<file path="config.mk">
export PLATFORM = sky130hd
export DESIGN_NAME = alarm_match_unit
export DESIGN_NICKNAME = d
export VERILOG_FILES = /design/src/rtl/alarm_cmp_pkg.sv /design/src/rtl/alarm_cmp_datapath.sv /design/src/rtl/alarm_cmp_ctrl.sv /design/src/rtl/alarm_match_unit.sv
export SDC_FILE = /design/constraint.sdc
export NUM_CORES = 1
export LEC_CHECK = 0
export BUFFER_PORTS_ARGS = -buffer_cell sky130_fd_sc_hd__buf_2
export CORE_ASPECT_RATIO = 0.7
export CORE_UTILIZATION = 49
export CTS_CLUSTER_SIZE = 16
export DETAILED_ROUTE_END_ITERATION = 16
export GPL_TIMING_DRIVEN = 0
export HOLD_SLACK_MARGIN = 0.02
export PLACE_DENSITY = 0.86
export SLEW_MARGIN = 5
export SYNTH_ARGS = -nofsm -noshare
export SYNTH_HDL_FRONTEND = slang
export SYNTH_SLANG_ARGS = --single-unit
</file>
<file path="constraint.sdc">
create_clock -name clk -period 1.45 [get_ports clk]
set_clock_uncertainty 0.1 [all_clocks]
set_input_delay 0.2175 -clock clk [delete_from_list [all_inputs] [get_ports clk]]
set_output_delay 0.2175 -clock clk [all_outputs]
set_load 0.05 [all_outputs]
</file>
<file path="src/rtl/alarm_cmp_pkg.sv">
package alarm_cmp_pkg;
  localparam int FIELD_W    = 8;
  localparam int NUM_FIELDS = 6;
  localparam int ADDR_W     = 4;
  localparam int ALARM_BASE = 8;
  localparam int CTRL_IDX   = 14;
  localparam int FLAG_BIT   = 0;
  localparam int IE_BIT     = 3;
  localparam int VAL_W      = FIELD_W - 1;
  localparam int EN_BIT     = FIELD_W - 1;

  typedef struct packed {
    logic [NUM_FIELDS-1:0] fieldWr;
  } dp_strobe_t;
endpackage

</file>
<file path="src/rtl/alarm_cmp_datapath.sv">
module alarm_cmp_datapath
  import alarm_cmp_pkg::*;
(
  input  logic                                   clk,
  input  logic                                   rstN,
  input  dp_strobe_t                             strb,
  input  logic [FIELD_W-1:0]                     wrData,
  input  logic [NUM_FIELDS-1:0][VAL_W-1:0]       timeVec,
  output logic [NUM_FIELDS-1:0][FIELD_W-1:0]     alarmRegs,
  output logic                                   matchHit
);
  logic [NUM_FIELDS-1:0] enMask;
  logic [NUM_FIELDS-1:0] eqVec;

  always_ff @(posedge clk) begin
    if (!rstN) begin
      alarmRegs <= '0;
    end else begin
      for (int i = 0; i < NUM_FIELDS; i++) begin
        if (strb.fieldWr[i]) alarmRegs[i] <= wrData;
      end
    end
  end

  for (genvar g = 0; g < NUM_FIELDS; g++) begin : gField
    assign enMask[g] = alarmRegs[g][EN_BIT];
    assign eqVec[g]  = !enMask[g] || (alarmRegs[g][VAL_W-1:0] == timeVec[g]);

    // an alarm byte only moves under its own write strobe
    p_field_hold_r2: assert property (@(posedge clk) disable iff (!rstN)
      !strb.fieldWr[g] |=> $stable(alarmRegs[g]));
    p_field_load_r2: assert property (@(posedge clk) disable iff (!rstN)
      strb.fieldWr[g] |=> (alarmRegs[g] == $past(wrData)));
  end

  // armed fields must exist, and all of them must agree
  assign matchHit = (|enMask) && (&eqVec);
endmodule

</file>
<file path="src/rtl/alarm_cmp_ctrl.sv">
module alarm_cmp_ctrl
  import alarm_cmp_pkg::*;
(
  input  logic                                   clk,
  input  logic                                   rstN,
  input  logic                                   busWrEn,
  input  logic [ADDR_W-1:0]                      busAddr,
  input  logic [FIELD_W-1:0]                     busWrData,
  input  logic                                   secTick,
  input  logic                                   matchHit,
  input  logic [NUM_FIELDS-1:0][FIELD_W-1:0]     alarmRegs,
  output dp_strobe_t                             strb,
  output logic                                   flagQ,
  output logic                                   ieQ,
  output logic [FIELD_W-1:0]                     busRdData
);
  localparam logic [ADDR_W-1:0] CTRL_A = ADDR_W'(CTRL_IDX);

  logic ctrlWr;
  logic setEv;
  logic unusedWd;

  assign ctrlWr   = busWrEn && (busAddr == CTRL_A);
  assign setEv    = secTick && matchHit;
  assign unusedWd = ^busWrData;

  for (genvar g = 0; g < NUM_FIELDS; g++) begin : gDec
    localparam logic [ADDR_W-1:0] FIELD_A = ADDR_W'(ALARM_BASE + g);
    assign strb.fieldWr[g] = busWrEn && (busAddr == FIELD_A);
  end

  always_ff @(posedge clk) begin
    if (!rstN) begin
      flagQ <= 1'b0;
      ieQ   <= 1'b0;
    end else begin
      if (setEv)       flagQ <= 1'b1;
      else if (ctrlWr) flagQ <= flagQ & busWrData[FLAG_BIT];
      if (ctrlWr)      ieQ   <= busWrData[IE_BIT];
    end
  end

  always_comb begin
    busRdData = '0;
    if (busAddr == CTRL_A) begin
      busRdData[FLAG_BIT] = flagQ;
      busRdData[IE_BIT]   = ieQ;
    end
    for (int i = 0; i < NUM_FIELDS; i++) begin
      if (busAddr == ADDR_W'(ALARM_BASE + i)) busRdData = alarmRegs[i];
    end
  end

  p_strobe_onehot_r2: assert property (@(posedge clk) disable iff (!rstN)
    $onehot0(strb.fieldWr));
  p_set_on_match_r4: assert property (@(posedge clk) disable iff (!rstN)
    (secTick && matchHit) |=> flagQ);
  p_rise_cause_r4: assert property (@(posedge clk) disable iff (!rstN)
    $rose(flagQ) |-> $past(secTick && matchHit));
  p_sticky_r6: assert property (@(posedge clk) disable iff (!rstN)
    (flagQ && !(ctrlWr && !busWrData[FLAG_BIT])) |=> flagQ);
  p_clear_r6: assert property (@(posedge clk) disable iff (!rstN)
    (ctrlWr && !busWrData[FLAG_BIT] && !setEv) |=> !flagQ);
  p_ie_clear_r8: assert property (@(posedge clk) disable iff (!rstN)
    (ctrlWr && !busWrData[IE_BIT]) |=> !ieQ);
endmodule

</file>
<file path="src/rtl/alarm_match_unit.sv">
module alarm_match_unit
  import alarm_cmp_pkg::*;
(
  input  logic        clk,
  input  logic        rstN,
  input  logic        busWrEn,
  input  logic [3:0]  busAddr,
  input  logic [7:0]  busWrData,
  output logic [7:0]  busRdData,
  input  logic        secTick,
  input  logic [6:0]  timeSec,
  input  logic [6:0]  timeMin,
  input  logic [6:0]  timeHour,
  input  logic [6:0]  timeWday,
  input  logic [6:0]  timeDay,
  input  logic [6:0]  timeMon,
  output logic        alarmIrq
);
  dp_strobe_t                           strb;
  logic [NUM_FIELDS-1:0][VAL_W-1:0]     timeVec;
  logic [NUM_FIELDS-1:0][FIELD_W-1:0]   alarmRegs;
  logic                                 matchHit;
  logic                                 flagQ;
  logic                                 ieQ;

  assign timeVec = {timeMon, timeDay, timeWday, timeHour, timeMin, timeSec};

  alarm_cmp_datapath uDp (
    .clk       (clk),
    .rstN      (rstN),
    .strb      (strb),
    .wrData    (busWrData),
    .timeVec   (timeVec),
    .alarmRegs (alarmRegs),
    .matchHit  (matchHit)
  );

  alarm_cmp_ctrl uCtrl (
    .clk       (clk),
    .rstN      (rstN),
    .busWrEn   (busWrEn),
    .busAddr   (busAddr),
    .busWrData (busWrData),
    .secTick   (secTick),
    .matchHit  (matchHit),
    .alarmRegs (alarmRegs),
    .strb      (strb),
    .flagQ     (flagQ),
    .ieQ       (ieQ),
    .busRdData (busRdData)
  );

  assign alarmIrq = flagQ && ieQ;
endmodule

</file>
==> run_summary.xml <==
<?xml version="1.0" encoding="UTF-8"?>
<metrics>
  <group name="clock_tree">
    <metric name="clock_latency_on_the_worst_skew_pair" unit="ns">0.31</metric>
    <metric name="clk_transition_reported_paths" unit="ns">0.09</metric>
    <metric name="clock-root-buffer" unit="">clkbuf_8</metric>
    <metric name="cts_stage_hold_buffer_count" unit="">0</metric>
    <metric name="max-clock-path-buffers" unit="">2</metric>
    <metric name="htree_levels" unit="">2</metric>
    <metric name="clock_sink_total" unit="">50</metric>
    <metric name="tritoncts" unit="">done</metric>
    <metric name="cts_made_buffers" unit="">5</metric>
  </group>
  <group name="synthesis">
    <metric name="yosysTopAreaCellShare" unit="">0.343</metric>
    <metric name="synthDistinctLibCells" unit="">42</metric>
    <metric name="ys_top_cells_by_count" unit="">dfxtp_1 (50), mux2i_1 (37), nor2b_1 (36)</metric>
    <metric name="syn-mean-instance-area" unit="µm²">9.48</metric>
    <metric name="mappedNetlistNets" unit="">366</metric>
    <metric name="yosys_warnings" unit="">0</metric>
    <metric name="synthMostInstantiatedCell" unit="">dfxtp_1</metric>
    <metric name="ys_top_cells_by_area" unit="">dfxtp_1 (34%), mux2i_1 (13%), xnor2_1 (8.1%)</metric>
    <metric name="ys_seq_area_frac" unit="">0.343</metric>
    <metric name="synth_ff_type" unit="">dfxtp_1</metric>
    <metric name="share_of_synthesized_flip_flops_with_an_asynchronous_set_or_reset" unit="">0</metric>
    <metric name="synthesis.instances" unit="">308</metric>
    <metric name="synth_enable_flop_cells" unit="">0</metric>
    <metric name="netlist_area" unit="µm²">2920</metric>
    <metric name="yosys.area.top_type" unit="">dfxtp_1</metric>
    <metric name="yosys_register_bits" unit="">50</metric>
  </group>
  <group name="sta">
    <metric name="setup_viol" unit="">9</metric>
    <metric name="timing.final.crit_period" unit="ns">2.02</metric>
    <metric name="fin_worst_hold_slack" unit="ns">0.102</metric>
    <metric name="post-route-period-util" unit="">1.39</metric>
    <metric name="worst_tran_pin_value" unit="ns">0.490</metric>
    <metric name="unrepaired_setup_endpoints_after_global_routing" unit="">true</metric>
    <metric name="maxClockFrequency" unit="GHz">0.496</metric>
    <metric name="postLayoutSetupSlackWorst" unit="ns">-0.567</metric>
    <metric name="max-slew-margin-rel" unit="">0.673</metric>
    <metric name="timing_hold_violations_final" unit="">0</metric>
    <metric name="slew_viol_final" unit="">0</metric>
  </group>
  <group name="floorplan">
    <metric name="floorplan.die.width" unit="µm">94.3</metric>
    <metric name="boundaryPins" unit="">67</metric>
    <metric name="floorplan.die_area" unit="µm²">6280</metric>
    <metric name="chipHeight" unit="µm">66.6</metric>
    <metric name="core_area" unit="µm²">5730</metric>
    <metric name="row_count" unit="">23</metric>
    <metric name="initial_core_util" unit="">0.510</metric>
  </group>
  <group name="worst_setup_path">
    <metric name="endpoint_kind" unit="">primary output</metric>
    <metric name="rr_worst_depth" unit="">6</metric>
    <metric name="crit-reg2reg-launch" unit="">uDp.alarmRegs[23]$_SDFFE_PN0P_</metric>
    <metric name="worst_ep_arrival_time" unit="ns">1.70</metric>
    <metric name="path_class" unit="">flip-flop to primary output</metric>
    <metric name="worstSetupStartpointType" unit="">flip-flop</metric>
    <metric name="cp_max_fo" unit="">3</metric>
    <metric name="setup_slack_reg_to_reg" unit="ns">-0.09</metric>
    <metric name="worst-endpoint-required" unit="ns">1.13</metric>
    <metric name="rr_endpoint" unit="">uCtrl.flagQ$_SDFFE_PN0P_</metric>
  </group>
  <group name="finish">
    <metric name="fin_cells" unit="">468</metric>
    <metric name="layout-drive-gt1-share" unit="">0.420</metric>
    <metric name="num_antenna_cells" unit="">0</metric>
    <metric name="synthToLayoutAreaGrowth" unit="%">32.6</metric>
    <metric name="design.final.nets" unit="">451</metric>
  </group>
  <group name="drt">
    <metric name="route.detailed.drc" unit="">0</metric>
    <metric name="routed_wirelength" unit="mm">8.93</metric>
    <metric name="wl_per_cell" unit="µm">19.1</metric>
    <metric name="drt-vias-per-instance" unit="">5.75</metric>
    <metric name="first_pass_iters" unit="">4</metric>
    <metric name="drtIter0Drc" unit="">241</metric>
    <metric name="total_vias_in_the_final_route" unit="">2690</metric>
    <metric name="antenna_violating_nets_post_route" unit="">0</metric>
  </group>
  <group name="worst_hold_path">
    <metric name="timing.hold.worst_path_depth" unit="">3</metric>
    <metric name="hold_path_class" unit="">input port to flip-flop</metric>
    <metric name="min_from" unit="">secTick</metric>
    <metric name="hold_path_end" unit="">uCtrl.flagQ$_SDFFE_PN0P_</metric>
  </group>
  <group name="power_and_ir_drop">
    <metric name="total_leakage_power" unit="nW">1.49</metric>
    <metric name="cellPowerDensity" unit="nW/µm²">692</metric>
    <metric name="vdd.ir_drop.worst" unit="mV">0.445</metric>
  </group>
  <group name="run_status">
    <metric name="outcome" unit="">complete, but fails checks</metric>
    <metric name="failed_checks" unit="">setup timing</metric>
  </group>
  <group name="global_route">
    <metric name="antenna_violations_before_repair" unit="">0</metric>
    <metric name="first_global_vias" unit="">2596</metric>
    <metric name="total_global_routing_overflow" unit="">0</metric>
    <metric name="total_routing_resource_utilization_after_global_routing" unit="">0.299</metric>
    <metric name="grt_first_pass_wirelength" unit="mm">13.6</metric>
    <metric name="grt_max_degree" unit="">15</metric>
  </group>
  <group name="placement">
    <metric name="detailed_place_hpwl" unit="mm">6.43</metric>
    <metric name="finalWeightedCongestion" unit="">0.953</metric>
    <metric name="dp.cells" unit="">448</metric>
    <metric name="placement.io_buffers" unit="">65</metric>
  </group>
  <group name="job">
    <metric name="max_cap_violations" unit="">0</metric>
  </group>
</metrics>
==> sequential cells by signal, summed over array words and instances, names as in the netlist <==
signal         count
uCtrl.flagQ        1
uCtrl.ieQ          1
uDp.alarmRegs     48
==> per-layer routing <==
metal	global-route usage	up-vias	wire length, µm
met5	0	-	0
met4	0.102	0	211
met3	0.0788	20	910
met2	0.443	136	3990
met1	0.416	1270	3810
li1	-	1264	-
==> layout make-up <==
| class | instances | area, µm² |
|---|---|---|
| Sequential cell | 50 | 1030 |
| Fill cell | 448 | 1850 |
| Multi-Input combinational cell | 239 | 2070 |
| Clock inverter | 2 | 10.0 |
| Clock buffer | 5 | 68.8 |
| Timing Repair Buffer | 78 | 480 |
| Tap cell | 75 | 93.8 |
| Inverter | 5 | 18.8 |
| Buffer | 14 | 95.1 |
==> power by group <==
group / leakage [nW] / switching, mW / internal, mW / total (mW)
Combinational: 1.03 / 0.264 / 0.213 / 0.476
Clock: 0.0438 / 0.472 / 0.325 / 0.798
Sequential: 0.415 / 0.0199 / 1.39 / 1.41
Total: 1.49 / 0.756 / 1.92 / 2.68
==> placed cells by master (no fill, tap or decap), types with 9 or more instances in the layout <==
| master | netlist | final |
|---|---|---|
| a21boi_0 | 13 | 13 |
| buf_2 | 3 | 60 |
| buf_4 | 5 | 16 |
| buf_6 | 1 | 9 |
| dfxtp_1 | 50 | 29 |
| dfxtp_2 | 0 | 18 |
| mux2i_1 | 37 | 37 |
| nand2_1 | 24 | 24 |
| nand3_1 | 16 | 16 |
| nand4_1 | 10 | 10 |
| nor2b_1 | 36 | 35 |
| xnor2_1 | 27 | 24 |
| xor2_1 | 15 | 15 |
==> repair_timing <==
item | CTS | global route
setup buffers | 10 | 3
gates resized for setup | 59 | 13
setup endpoints to repair | 9 | 9
pin swaps | 16 | 8
==> critical path: stages, from the launching register on <==
cell and delay, ns:
dfxtp_2 0.36, mux4_2 0.46, a222oi_1 0.36, inv_2 0.06, buf_6 0.16
==> cell families (layout without fill, tap and decap cells) <==
family,count (synthesis),count (layout),synth area share
buffers and inverters,19,104,0.0347
AO/OA/AOI/OAI,49,49,0.127
multiplexers,44,44,0.158
flip-flops,50,50,0.343
XOR/XNOR,42,42,0.126
AND/OR/NAND/NOR,104,104,0.212
==> how the worst max path moves through the flow <==
stage                                              start      endpoint  cells after the start
final                      uDp.alarmRegs[4]$_SDFFE_PN0P_  busRdData[4]                      4
after CTS                 uDp.alarmRegs[28]$_SDFFE_PN0P_  busRdData[4]                      4
after detailed placement                      busAddr[1]  busRdData[4]                      6
after floorplan                               busAddr[0]  busRdData[4]                      4
after global placement                        busAddr[1]  busRdData[4]                      6
after global routing       uDp.alarmRegs[4]$_SDFFE_PN0P_  busRdData[4]                      4
==> through the flow <==
| stage | utilization | instance area, µm² | setup slack [ns] | TNS (ns) | total power, mW |
|---|---|---|---|---|---|
| finish | 0.676 | 3870 | -0.567 | -2.87 | 2.68 |
| floorplan | - | 3030 | -0.208 | -0.829 | 1.68 |
| CTS | 0.661 | 3790 | -0.556 | -2.86 | 2.65 |
| global placement | 0.602 | 3450 | -0.495 | -3.34 | 1.85 |
| detailed placement | 0.602 | 3450 | -0.483 | -3.99 | 1.86 |
| global route | 0.676 | 3870 | -0.635 | -3.27 | 2.77 |
Note: power is estimated with default switching activity, not from simulation.
